`config.mk`:
```
export PLATFORM = sky130hd
export DESIGN_NAME = scl_sync_gen
export DESIGN_NICKNAME = d
export VERILOG_FILES = /design/src/rtl/scl_sync_gen.sv
export SDC_FILE = /design/constraint.sdc
export NUM_CORES = 1
export LEC_CHECK = 0
export ABC_AREA = 1
export CAP_MARGIN = 20
export CORE_UTILIZATION = 52
export CTS_CLUSTER_DIAMETER = 150
export DETAILED_ROUTE_END_ITERATION = 16
export MAX_ROUTING_LAYER = met4
export PLACE_DENSITY = 0.75
export SLEW_MARGIN = 20
export SYNTH_ARGS = -nofsm -noshare
export SYNTH_HDL_FRONTEND = slang
export SYNTH_SLANG_ARGS = --single-unit
```
`constraint.sdc`:
```
create_clock -name clk -period 1.8 [get_ports clk]
set_clock_uncertainty 0.1 [all_clocks]
set_input_delay 0.36 -clock clk [delete_from_list [all_inputs] [get_ports clk]]
set_output_delay 0.36 -clock clk [all_outputs]
set_load 0.005 [all_outputs]
```
`src/rtl/scl_sync_gen.sv`:
```
module scl_sync_gen #(
  parameter int CW      = 16,
  parameter int MIN_CNT = 2,
  parameter int SYNC    = 2
) (
  input  logic          clk,
  input  logic          rst_n,
  input  logic          enable,
  input  logic [CW-1:0] low_count,
  input  logic [CW-1:0] high_count,
  input  logic          scl_in,
  output logic          scl_pull,
  output logic          rise_pulse,
  output logic          fall_pulse,
  output logic          stretch_wait
);

  localparam logic [CW-1:0] MINV = CW'(MIN_CNT);

  typedef enum logic [1:0] {S_IDLE, S_LOW, S_HWAIT, S_HIGH} state_t;

  state_t          state;
  logic [CW-1:0]   cnt;
  logic [CW-1:0]   lo_lat;
  logic [SYNC-1:0] sync_q;
  logic            scl_q;
  logic            scl_s;
  logic [CW-1:0]   lo_eff;
  logic [CW-1:0]   hi_eff;

  assign scl_s  = sync_q[SYNC-1];
  assign lo_eff = (low_count  < MINV) ? MINV : low_count;
  assign hi_eff = (high_count < MINV) ? MINV : high_count;

  always_ff @(posedge clk or negedge rst_n) begin
    if (!rst_n) begin
      sync_q <= '1;
      scl_q  <= 1'b1;
    end else begin
      sync_q <= {sync_q[SYNC-2:0], scl_in};
      scl_q  <= scl_s;
    end
  end

  assign fall_pulse = scl_q & ~scl_s;
  assign rise_pulse = ~scl_q & scl_s;

  always_ff @(posedge clk or negedge rst_n) begin
    if (!rst_n) begin
      state  <= S_IDLE;
      cnt    <= '0;
      lo_lat <= MINV;
    end else if (!enable) begin
      state <= S_IDLE;
      cnt   <= '0;
    end else begin
      case (state)
        S_IDLE: begin
          state  <= S_LOW;
          cnt    <= lo_eff - 1'b1;
          lo_lat <= lo_eff;
        end
        S_LOW: begin
          if (fall_pulse)
            cnt <= lo_lat - 1'b1;
          else if (!scl_s) begin
            if (cnt == '0) state <= S_HWAIT;
            else           cnt   <= cnt - 1'b1;
          end
        end
        S_HWAIT: begin
          if (scl_s) begin
            state <= S_HIGH;
            cnt   <= hi_eff - 1'b1;
          end
        end
        S_HIGH: begin
          if (fall_pulse || cnt == '0) begin
            state  <= S_LOW;
            cnt    <= lo_eff - 1'b1;
            lo_lat <= lo_eff;
          end else
            cnt <= cnt - 1'b1;
        end
        default: state <= S_IDLE;
      endcase
    end
  end

  assign scl_pull     = (state == S_LOW);
  assign stretch_wait = (state == S_HWAIT);

  a_r2_disable_releases: assert property (@(posedge clk) disable iff (!rst_n)
    !enable |=> (state == S_IDLE && !scl_pull));

  a_r3_low_phase_holds: assert property (@(posedge clk) disable iff (!rst_n)
    (enable && state == S_LOW && cnt != '0) |=> scl_pull);

  a_r4_wait_stays_released: assert property (@(posedge clk) disable iff (!rst_n)
    (enable && state == S_HWAIT && !scl_s) |=> (stretch_wait && !scl_pull));

  a_r5_high_only_after_seen: assert property (@(posedge clk) disable iff (!rst_n)
    (state == S_HIGH && $past(state) != S_HIGH) |-> $past(scl_s));

  a_r6_edge_ends_high: assert property (@(posedge clk) disable iff (!rst_n)
    (enable && fall_pulse && state == S_HIGH) |=> (state == S_LOW && scl_pull));

endmodule

```
==> results.md, run 1 <==
* Top-area cell type share of the netlist area at 22.1%
* Top post-synthesis cells by area: dfrtp_1, nand2_1, nor2_1
* Register area share after synthesis at 24.9%
* Synth async-reset ratio at 100%
* Num rows at 30
* Input/output buffers at 39
* Die height at 86.9 µm
* Post-Place Setup Slack at -0.843 ns
* Err: [ERROR DPL-0038] Utilization greater than 100%, impossible to legalize
* Post-synthesis cell type count at 42
* Placed Instances at 874
* Initial Util at 54.5%
* Placer congestion estimate at around 0.97
* Worst_ep kind: sequential cell input
* Die Wd at 86.9 µm
* Ys flop type: dfrtp_1
* Clock Tree Buf Depth at 2
* EDFF count, synth at 0
* Synthesized area per cell at between 6 and 7 µm²
* Failing step: global routing (5_1_grt)
* Ports at 40
* Seq cells post-synth at 37
* CTS buffer count at 5
* GR repair worst EP: cnt[5]$_DFFE_PN0P_/D
* Root Driver: clkbuf_8
* Post-Synthesis Cells at between 600 and 700
* Clk sinks at 37
* Largest net degree at the start of global routing at 22
* Net count after synthesis at 654
* HPWL Detailed at 11.2 mm
* Synth Cell Area at 3740 µm²
* H-tree Lvls at 2
* Leading area contributor after synthesis: dfrtp_1
* Synth warn at 0
* Status: did not finish
## cell usage after synthesis, drive strengths merged, types with 3 or more instances
| cell type | n |
|---|---|
| dfrtp | 33 |
| nor3 | 9 |
| dfstp | 4 |
| buf | 9 |
| ha | 10 |
| inv | 61 |
| nor2 | 107 |
| xor2 | 19 |
| or2 | 7 |
| o21ai | 45 |
| o211ai | 4 |
| clkbuf | 6 |
| nand2 | 190 |
| nand3 | 64 |
| xnor2 | 9 |
| a21oi | 14 |
| nand4 | 8 |
| nand3b | 3 |
## kinds of logic after synthesis
logic type                 Yosys count  share of synthesized area (%)
and+or+nand+nor                    389                           44.9
buffers and inverters               77                           8.96
AOI/OAI and AO/OA                   67                           11.4
DFF                                 37                           24.9
xor gates and xnor gates            28                           6.55
adders and majority gates           10                           3.34
## per-stage QoR
stage               util [%]  area (µm²)
CTS                     91.9        6320
detailed placement      78.8        5410
global placement        78.8        5410
floorplan                  -        3840
## timing repair
item | 4_1_cts
pin swaps | 99
gates cloned | 1
hold buffers | 1
resized for setup | 299
setup endpoints to repair | 38
hold endpoints to repair | 17
buffers inserted | 44
==> inputs of run 2 (changes only) <==
--- a/config.mk
+++ b/config.mk
@@ -7,11 +7,9 @@
 export LEC_CHECK = 0
 export ABC_AREA = 1
 export CAP_MARGIN = 20
-export CORE_UTILIZATION = 52
-export CTS_CLUSTER_DIAMETER = 150
+export CORE_UTILIZATION = 40
 export DETAILED_ROUTE_END_ITERATION = 16
-export MAX_ROUTING_LAYER = met4
-export PLACE_DENSITY = 0.75
+export PLACE_DENSITY_LB_ADDON = 0.15
 export SLEW_MARGIN = 20
 export SYNTH_ARGS = -nofsm -noshare
 export SYNTH_HDL_FRONTEND = slang
==> constraint.sdc (replaced) <==
create_clock -name clk -period 2.3 [get_ports clk]
set_clock_uncertainty 0.1 [all_clocks]
set_input_delay 0.46 -clock clk [delete_from_list [all_inputs] [get_ports clk]]
set_output_delay 0.46 -clock clk [all_outputs]
set_load 0.005 [all_outputs]
==> run 2 against run 1 <==
Compared with the run above:
- the run now ends clean
- area after synthesis did not move
- synthesized cell count stayed put
==> results.md, run 2 <==
* Vias in the first global route at 4,251
* Diodes inserted at 0
* EDFF count, synth at 0
* Synth warn at 0
* Initial Util at a little over two fifths
* Clock Tree Buf Depth at 2
* Most common cell in the netlist: nand2_1
* Ys flop type: dfrtp_1
* Fillers at 898
* CTS buffer count at 5
* H-tree Lvls at 2
* Status: finished clean
* First-pass DRT Iterations at 5
* Top post-synthesis cells by area: dfrtp_1, nand2_1, nor2_1
* CP Max Fanout at 6
* Die height at 98.7 µm
* Total congestion overflow at 0
* Startpoint Class: flip-flop
* Synth Cell Area at 3740 µm²
* Register area share after synthesis at 24.9%
* Layout overhead on the synthesized area at 36.3%
* FF/Latch Area at 931 µm²
* Leading area contributor after synthesis: dfrtp_1
* CP endpoint kind: primary output
* Area of the multi-input gates at approximately 2600 µm²
* P_leak at between 2 and 3 nW
* Share of cells above drive strength 1 at 23.6%
* Placer congestion estimate at 0.940
* Initial antenna violation count at 0
* Largest net degree at the start of global routing at 38
* HPWL Detailed at ~10 mm
* Critical path class: flip-flop to primary output
* Net count after synthesis at 654
* Fmax at 455 MHz
* Per-cell routed wire length at approximately 16 µm
* Routed wire length at 13.0 mm
* Synth async-reset ratio at 100%
* Num rows at 34
* DRT iter0 DRCs at around 290
* Hold Buf Count CTS at 0
* Seq cells post-synth at 37
* Final Util at between 50% and 60%
* Pins Over Slew Limit at 0
* Input/output buffers at 39
* Maximum vdd drop at 0.707 mV
* Tmin final at 2.20 ns
* Die Wd at 98.7 µm
* Via density at between 5 and 6
* Placed Instances at 807
* Via Count at 4,327
* Endpoints failing setup at 0
* Total of max-cap violations at 0
* Top-area cell type share of the netlist area at 22.1%
* CP required at 1.74 ns
* Post-Synthesis Cells at 608
* Final Power at 4.59 mW
* Largest regs: cnt (16), lo_lat (16)
* Most frequent cells in the layout: nand2_1, nor2_1, buf_4, nand3_1, inv_1
* First-pass GRT wire length at 20.6 mm
* Clk sinks at 37
* Clock transition at path regs at 0.09 ns
* Most frequent cells after synthesis: nand2_1, nor2_1, nand3_1
* Arrival @ worst endpoint at roughly 1.6 ns
* Final Net Count at 765
* Synthesized area per cell at 6.16 µm²
* Worst-skew pair later-pin latency at about 0.30 ns
* HP Class: input pin to asynchronous set/reset pin
* Power per standard cell area at 900 nW/µm²
* Final hold vios at 0
* Commonest non-fill, non-tap cell in the layout: nand2_1
* Post-route insts no fill at 828
* Post-route antenna net violation count at 0
* Tot GR Track Use at 27.3%
* Drt drc at 0
* Post-synthesis cell type count at 42
* Core area at 8890 µm²
* Root Driver: clkbuf_8
* DIE AREA at 9750 µm²
* Final Cycle Share at 95.5%
* CTS tree: built
* Worst-margin pin slew at approximately 0.53 ns
* Ports at 40
* Slew HR at 64.6%
-- run 2: cell counts after synthesis --
Identical to the previous run, type by type.
-- run 2: report_power, final --
group | internal, mW | switching (mW) | total [mW]
clock network | 0.211 | 0.267 | 0.478
registers | 0.918 | 0.294 | 1.21
logic | 1.08 | 1.82 | 2.90
total | 2.21 | 2.38 | 4.59
-- run 2: worst paths after layout --
| check | start | to | slack, ns | depth (start not counted) |
|---|---|---|---|---|
| hold reg to reg | sync_q[0] | sync_q[1] | 0.26 | 0 |
| setup reg to reg | cnt[0] | cnt[15] | 0.15 | 12 |
| min in group clk | sync_q[0] | sync_q[1] | 0.26 | 0 |
| setup / recovery | sync_q[1] | fall_pulse | 0.10 | 4 |
| max in group asynchronous | rst_n | cnt[10] | 1.61 | 2 |
| hold / removal | rst_n | state[1] | 0.12 | 2 |
-- run 2: per-layer routing --
metal / GRT usage (%) / vias to the layer above / routed length (µm)
met5: 0 / - / 0
met4: 10.3 / 0 / 392
met3: 4.40 / 30 / 776
met2: 46.2 / 142 / 6140
met1: 34.9 / 2000 / 5650
li1: - / 2155 / -
-- run 2: repair_timing --
item / CTS / global route
pin swaps: 11 / 36
setup endpoints to repair: 10 / 13
buffers inserted: 5 / 8
gates resized for setup: 22 / 59
-- run 2: final cells by class --
class                      instances  share of cell area (%)
clock inverter                     2                   0.196
timing repair buffer             119                    20.9
sequential                        37                    18.2
multi-input combinational        494                    51.9
inverter                          62                    4.71
tap                              108                    2.65
clock buffer                       6                    1.42
-- run 2: cells by family after synthesis --
group	count (synthesis)	synth area share (%)
AO/OA/AOI/OAI	67	11.4
XOR/XNOR	28	6.55
adder cells (fa/ha/maj)	10	3.34
buffers and inverters	77	8.96
flip-flops	37	24.9
AND/OR/NAND/NOR	389	44.9
-- run 2: stage by stage --
step | TNS [ns] | hold WS [ns] | cell area [µm²] | setup slack, ns
floorplan | 0 | 0.0644 | 3740 | 0.0998
global placement | -4.75 | 0.249 | 4680 | -0.541
detailed placement | -5.46 | 0.248 | 4680 | -0.582
CTS | -0.0891 | 0.131 | 4870 | -0.0315
global route | -0.000853 | 0.157 | 5100 | -0.000853
finish | 0 | 0.123 | 5100 | 0.103
-- run 2: critical path, cell delays in order, from the launching register on --
cell and delay [ns]:
dfstp_2 0.56, inv_1 0.09, nand2_2 0.17, inv_1 0.08
clkdlybuf4s50_1 0.44
(Power assumes the default switching activity.)
